<file path="config.mk">
export PLATFORM = sky130hd
export DESIGN_NAME = sirq_top
export DESIGN_NICKNAME = d
export VERILOG_FILES = /design/src/rtl/sirq_pkg.sv /design/src/rtl/sirq_ackdec.sv /design/src/rtl/sirq_chan.sv /design/src/rtl/sirq_prio.sv /design/src/rtl/sirq_top.sv
export SDC_FILE = /design/constraint.sdc
export NUM_CORES = 1
export LEC_CHECK = 0
export ABC_AREA = 1
export CAP_MARGIN = 20
export CORE_MARGIN = 5
export CORE_UTILIZATION = 41
export CTS_BUF_LIST = sky130_fd_sc_hd__clkbuf_8
export CTS_CLUSTER_DIAMETER = 30
export DETAILED_ROUTE_END_ITERATION = 10
export DONT_BUFFER_PORTS = 1
export PLACE_DENSITY_LB_ADDON = 0.12
export SYNTH_ARGS = -nofsm -noshare
export SYNTH_HDL_FRONTEND = slang
export SYNTH_HIERARCHICAL = 1
export SYNTH_SLANG_ARGS = --single-unit
</file>
<file path="constraint.sdc">
create_clock -name clk -period 1.1 [get_ports clk]
set_input_delay 0.11 -clock clk [delete_from_list [all_inputs] [get_ports clk]]
set_output_delay 0.11 -clock clk [all_outputs]
set_load 0.01 [all_outputs]
</file>
<file path="src/rtl/sirq_pkg.sv">
package sirq_pkg;
  localparam int SRC_PER_CH = 4;

  typedef enum logic [1:0] {
    SRC_ERR  = 2'd0,
    SRC_RXF  = 2'd1,
    SRC_TXE  = 2'd2,
    SRC_TEND = 2'd3
  } src_e;

  typedef struct packed {
    logic ovr;
    logic par;
    logic frm;
    logic rxf;
    logic txe;
    logic tend;
  } chan_flags_t;

  localparam chan_flags_t FLAGS_RESET = '{ovr: 1'b0, par: 1'b0, frm: 1'b0,
                                          rxf: 1'b0, txe: 1'b1, tend: 1'b1};
endpackage

</file>
<file path="src/rtl/sirq_ackdec.sv">
module sirq_ackdec #(
  parameter int NUM_SRC = 8,
  localparam int IDX_W = (NUM_SRC > 1) ? $clog2(NUM_SRC) : 1
) (
  input  logic             ack,
  input  logic [IDX_W-1:0] ack_idx,
  output logic [NUM_SRC-1:0] ack_vec
);
  always_comb begin
    ack_vec = '0;
    for (int i = 0; i < NUM_SRC; i++) begin
      if (ack && (ack_idx == IDX_W'(i))) ack_vec[i] = 1'b1;
    end
  end
endmodule

</file>
<file path="src/rtl/sirq_chan.sv">
module sirq_chan
  import sirq_pkg::*;
(
  input  logic clk,
  input  logic rst,
  input  logic set_ovr,
  input  logic set_par,
  input  logic set_frm,
  input  logic set_rxf,
  input  logic set_txe,
  input  logic set_tend,
  input  logic en_rx,
  input  logic en_tx,
  input  logic en_tend,
  input  logic clr_err,
  input  logic clr_rxf,
  input  logic clr_txe,
  input  logic [SRC_PER_CH-1:0] ack,
  input  logic dma_ack_rx,
  input  logic dma_ack_tx,
  output logic [SRC_PER_CH-1:0] req
);
  chan_flags_t flags_q, flags_d;
  logic en_rx_q, en_tx_q, en_tend_q;
  logic kill_err, kill_rxf, kill_txe, kill_tend;

  // Merge every clear source per flag; the transmit-empty clear also kills transmit-end.
  always_comb begin
    kill_err  = clr_err | ack[SRC_ERR];
    kill_rxf  = clr_rxf | ack[SRC_RXF] | dma_ack_rx;
    kill_txe  = clr_txe | ack[SRC_TXE] | dma_ack_tx;
    kill_tend = kill_txe | ack[SRC_TEND];

    // Set has priority over clear.
    flags_d.ovr  = set_ovr  | (flags_q.ovr  & ~kill_err);
    flags_d.par  = set_par  | (flags_q.par  & ~kill_err);
    flags_d.frm  = set_frm  | (flags_q.frm  & ~kill_err);
    flags_d.rxf  = set_rxf  | (flags_q.rxf  & ~kill_rxf);
    flags_d.txe  = set_txe  | (flags_q.txe  & ~kill_txe);
    flags_d.tend = set_tend | (flags_q.tend & ~kill_tend);
  end

  always_ff @(posedge clk) begin
    if (rst) begin
      flags_q   <= FLAGS_RESET;
      en_rx_q   <= 1'b0;
      en_tx_q   <= 1'b0;
      en_tend_q <= 1'b0;
    end else begin
      flags_q   <= flags_d;
      en_rx_q   <= en_rx;
      en_tx_q   <= en_tx;
      en_tend_q <= en_tend;
    end
  end

  always_comb begin
    req[SRC_ERR]  = en_rx_q   & (flags_q.ovr | flags_q.par | flags_q.frm);
    req[SRC_RXF]  = en_rx_q   & flags_q.rxf;
    req[SRC_TXE]  = en_tx_q   & flags_q.txe;
    req[SRC_TEND] = en_tend_q & flags_q.tend;
  end
endmodule

</file>
<file path="src/rtl/sirq_prio.sv">
module sirq_prio #(
  parameter int NUM_SRC = 8,
  localparam int IDX_W = (NUM_SRC > 1) ? $clog2(NUM_SRC) : 1
) (
  input  logic [NUM_SRC-1:0] req,
  output logic               valid,
  output logic [IDX_W-1:0]   idx
);
  // Lowest index wins: scan from the top so the last hit is the winner.
  always_comb begin
    valid = |req;
    idx   = '0;
    for (int i = NUM_SRC - 1; i >= 0; i--) begin
      if (req[i]) idx = IDX_W'(i);
    end
  end
endmodule

</file>
<file path="src/rtl/sirq_top.sv">
module sirq_top
  import sirq_pkg::*;
#(
  parameter int NUM_CH = 2,
  localparam int NUM_SRC = NUM_CH * SRC_PER_CH,
  localparam int IDX_W = $clog2(NUM_SRC)
) (
  input  logic              clk,
  input  logic              rst,
  input  logic [NUM_CH-1:0] set_ovr,
  input  logic [NUM_CH-1:0] set_par,
  input  logic [NUM_CH-1:0] set_frm,
  input  logic [NUM_CH-1:0] set_rxf,
  input  logic [NUM_CH-1:0] set_txe,
  input  logic [NUM_CH-1:0] set_tend,
  input  logic [NUM_CH-1:0] en_rx,
  input  logic [NUM_CH-1:0] en_tx,
  input  logic [NUM_CH-1:0] en_tend,
  input  logic [NUM_CH-1:0] clr_err,
  input  logic [NUM_CH-1:0] clr_rxf,
  input  logic [NUM_CH-1:0] clr_txe,
  input  logic              int_ack,
  input  logic [IDX_W-1:0]  int_ack_idx,
  input  logic [NUM_CH-1:0] dma_ack_rx,
  input  logic [NUM_CH-1:0] dma_ack_tx,
  output logic [NUM_CH-1:0] req_eri,
  output logic [NUM_CH-1:0] req_rxi,
  output logic [NUM_CH-1:0] req_txi,
  output logic [NUM_CH-1:0] req_tei,
  output logic [NUM_CH-1:0] dma_rx_trig,
  output logic [NUM_CH-1:0] dma_tx_trig,
  output logic              pri_valid,
  output logic [IDX_W-1:0]  pri_idx
);
  logic [NUM_SRC-1:0] ack_flat;
  logic [NUM_SRC-1:0] req_flat;

  sirq_ackdec #(.NUM_SRC(NUM_SRC)) u_ackdec (
    .ack     (int_ack),
    .ack_idx (int_ack_idx),
    .ack_vec (ack_flat)
  );

  for (genvar c = 0; c < NUM_CH; c++) begin : g_ch
    logic [SRC_PER_CH-1:0] ch_req;

    sirq_chan u_chan (
      .clk        (clk),
      .rst        (rst),
      .set_ovr    (set_ovr[c]),
      .set_par    (set_par[c]),
      .set_frm    (set_frm[c]),
      .set_rxf    (set_rxf[c]),
      .set_txe    (set_txe[c]),
      .set_tend   (set_tend[c]),
      .en_rx      (en_rx[c]),
      .en_tx      (en_tx[c]),
      .en_tend    (en_tend[c]),
      .clr_err    (clr_err[c]),
      .clr_rxf    (clr_rxf[c]),
      .clr_txe    (clr_txe[c]),
      .ack        (ack_flat[c*SRC_PER_CH +: SRC_PER_CH]),
      .dma_ack_rx (dma_ack_rx[c]),
      .dma_ack_tx (dma_ack_tx[c]),
      .req        (ch_req)
    );

    assign req_flat[c*SRC_PER_CH +: SRC_PER_CH] = ch_req;
    assign req_eri[c]     = ch_req[SRC_ERR];
    assign req_rxi[c]     = ch_req[SRC_RXF];
    assign req_txi[c]     = ch_req[SRC_TXE];
    assign req_tei[c]     = ch_req[SRC_TEND];
    assign dma_rx_trig[c] = ch_req[SRC_RXF];
    assign dma_tx_trig[c] = ch_req[SRC_TXE];
  end

  sirq_prio #(.NUM_SRC(NUM_SRC)) u_prio (
    .req   (req_flat),
    .valid (pri_valid),
    .idx   (pri_idx)
  );
endmodule

</file>
==> run_results.csv <==
group,metric,value,unit
power,clkPwrFrac,0.338,
cells_and_area,final_area,0.00128,mm²
placed_design,post-place-ws,-0.0328,ns
worst_setup_path,cp.arrival,1.22,ns
cells_and_area,n_antenna_cell,0,
placed_design,io_buffers,0,
sta,fin_ws,-0.233,ns
synthesis,synthSimpleGateAreaFrac,0.340,
route,ant_nets,0,
sta,period_share,1.21,
cells_and_area,syn_to_final_growth,45.2,%
synthesis,synth_top_area_share,0.408,
worst_setup_path,cp_data_required_time,0.99,ns
hold_path,hp-class,"primary input to register",
clock_tree,clk_path_buf_depth,2,
floorplanning,boundaryPins,50,
worst_setup_path,cp_common_cell,"nand2_2",
synthesis,synth_top_family_by_area,"simple AND/OR/NAND/NOR gates",
power,sw_frac_of_total,0.245,
worst_setup_path,startpoint_type,"register",
route,avgViaCountPerCell,4.46,
power,comb_power_share,0.198,
synthesis,synth_cell_types,15,
worst_setup_path,critical_path_buf_inv_count,1,
placed_design,dp_cells,169,
power,seqPwrFrac,0.464,
power,intPower,1.16,mW
synthesis,synth-edff-count,0,
route,drt_iter0_drc,26,
route,first_pass_iters,4,
placed_design,dpl_cell_area,960,µm²
route,drcViolationCount,0,
power,leakage,0.657,nW
sta,finalHoldViolCount,0,
worst_setup_path,endpoint_kind,"output port",
synthesis,synth-async-reset-ratio,0,
flow_run,maxCapViolations,0,
power,vdd_ir_drop_max,0.930,mV
worst_setup_path,worstSetupPathType,"register to output port",
worst_setup_path,reg2reg_slack,0.34,ns
synthesis,muxShareOfSynthArea,0,
global_route,grt_pass1_vias,795,
synthesis,synth_xor_area_frac,0,
synthesis,seq_area_frac_synth,0.408,
global_route,grt-ovfl-total,0,
hold_path,hold_end,"g_ch[0].u_chan/flags_q[2]",
floorplanning,design.core.area,0.00200,mm²
worst_setup_path,cp_cell_sequence,"nand2_2 -> inv_2 -> or2_4 -> nor3_4 -> nand2_2",
power,p_per_area,1200,mW/mm²
global_route,grt_max_degree,19,
hold_path,holdCritStartpoint,"dma_ack_rx[0]",
worst_setup_path,r2r_cells,3,
sta,slew_viol_final,0,
placed_design,place_hpwl,1610,µm
floorplanning,start_util,0.441,
synthesis,syn_area,883,µm²
clock_tree,cts_num_sinks,18,
clock_tree,cts_tree,"done",
clock_tree,cts_root_buf,"clkbuf_8",
sta,tightest_slew,0.683,ns
floorplanning,die_width,56.4,µm
sta,fin_hold_ws,0.0244,ns
synthesis,synthAdderAreaFrac,0,
floorplanning,die-area,0.00318,mm²
synthesis,synth-warning-count,6,
clock_tree,h-tree-depth,1,
worst_setup_path,slowest_stage,"dfxtp_2",
worst_setup_path,r2r_end,"g_ch[1].u_chan/flags_q[3]",
floorplanning,num_rows,16,
synthesis,synth_top_cell_by_area,"dfxtp_1",
cells_and_area,final_nets,202,
hold_path,min_path_cells,3,
run_status,status,"finished, violations left",
synthesis,synth_compound_area_frac,0.0666,
sta,skew,0,ns
clock_tree,cts_inserted_buffers,3,
clock_tree,path_clk_slew,0.07,ns
worst_setup_path,path_delay_family,"simple AND/OR/NAND/NOR gates",
synthesis,synth.area.top_cells,"dfxtp_1 41%, inv_1 14%, nor2_1 12%, nand2_1 11%, nor2_2 4.2%",
cells_and_area,layout.cells.non_filler,194,
worst_setup_path,worst-path-max-fanout,3,
global_route,grt_pass1_wl,3430,µm
global_route,gr-usage-all-layers,0.136,
synthesis,syn-num-nets,171,
global_route,antenna_found_initial,0,
worst_setup_path,r2r_start,"g_ch[1].u_chan/flags_q[3]",
synthesis,syn_inst,137,
sta,setup_viol,5,
clock_tree,worstSkewPairLatency,0.24,ns
placed_design,gp_congestion,0.847,
cells_and_area,final_layout_size_suffix_gt1_frac,0.246,
sta,fmax,750,MHz
synthesis,synth_area_per_cell,6.45,µm²
synthesis,synth_flop_cell,"dfxtp_1",
route,wire_per_inst,11.1,µm
route,wl,2160,µm
power,power_switching,377,µW
sta,slew-limit-headroom,0.545,
sta,fin_crit,1.33,ns
floorplanning,die_h,56.4,µm
synthesis,ys_seq_elements,18,
route,vias,866,
run_status,violations,"setup timing",
sta,rsz0062_at_grt,"true",
worst_setup_path,critPathMaxStageDelay,0.33,ns
## cell type report
cell class | instances | area (µm²)
clock buffers | 4 | 55.1
fillers | 186 | 719
inverters | 33 | 124
multi-input cells | 80 | 412
well taps | 27 | 33.8
repair buffers | 32 | 294
flip-flops and latches | 18 | 364
## stage by stage
step	setup TNS (ns)	util	power [mW]
final	-0.945	0.641	1.54
after floorplan	0	-	0.882
after global placement	-0.0205	0.479	0.920
after CTS	-1.10	0.622	1.54
after global routing	-1.41	0.641	1.62
after detailed placement	-0.0612	0.479	0.923
## registers in the layout (all words and copies together), names as in the netlist
name / cells
g_ch.u_chan/en_tend_q: 2
g_ch.u_chan/flags_q: 12
g_ch.u_chan/en_tx_q: 2
g_ch.u_chan/en_rx_q: 2
## what timing repair did
action / in CTS / in global routing
pin swaps: 4 / 4
endpoints found under the setup margin: 5 / 22
setup buffers: 1 / 2
resized for setup: 9 / 10
hold buffers: 18 / 1
endpoints found under the hold margin: 18 / 1
## kinds of logic after synthesis
kind of cell / count (synthesis)
and+or+nand+nor: 70
DFF: 18
AOI/OAI and AO/OA: 10
buffers and inverters: 39
## routing by layer
layer / global-route usage / part of all wire / vias to the layer above
met5: 0 / 0 / -
met4: 0.0305 / 0.0032 / 0
met3: 0.0688 / 0.11 / 2
met2: 0.225 / 0.48 / 34
met1: 0.155 / 0.41 / 371
li1: - / - / 459
## tightest hold or removal path, cell delays in order
cell and delay [ns]:
nor2_2 0.02, nand2_1 0.06, a21oi_2 0.04
## cell usage after synthesis (2+ instances only)
cell      n
inv_1    33
nor2_1   29
nand2_1  25
dfxtp_1  18
a21oi_1   7
nor2_2    6
buf_4     4
nand3_1   3
nand4_1   3
a21oi_2   2
buf_2     2
nor3_1    2
## worst max path at each step
stage | start | endpoint | cells past startpoint | slack (ns)
final | g_ch[1].u_chan/flags_q[0] | pri_valid | 5 | -0.23
after global routing | g_ch[1].u_chan/flags_q[3] | pri_idx[0] | 7 | -0.35
after CTS | g_ch[1].u_chan/flags_q[3] | pri_valid | 5 | -0.26
after detailed placement | g_ch[1].u_chan/flags_q[3] | pri_idx[0] | 7 | -0.03
after global placement | g_ch[1].u_chan/flags_q[3] | pri_idx[0] | 7 | -0.01
after floorplan | g_ch[1].u_chan/flags_q[3] | pri_idx[0] | 7 | 0.004
## power by group through the flow
stage,Clock (mW),Sequential (mW),Combinational (mW)
after detailed placement,0,0.722,0.201
after global placement,0,0.722,0.198
final,0.520,0.713,0.304
after global routing,0.557,0.717,0.341
after floorplan,0,0.719,0.164
after CTS,0.537,0.710,0.292
## placed cells by master, fill, tap and decap left out, drive strengths merged
cell type,count
inv,33
buf,13
nor3,3
dlymetal6s4s,1
a21oi,9
nor2,35
nand2,25
nand3,3
clkbuf,4
dfxtp,18
a31oi,1
dlygate4sd3,18
nand4,3
or2,1
(Power assumes the default switching activity.)
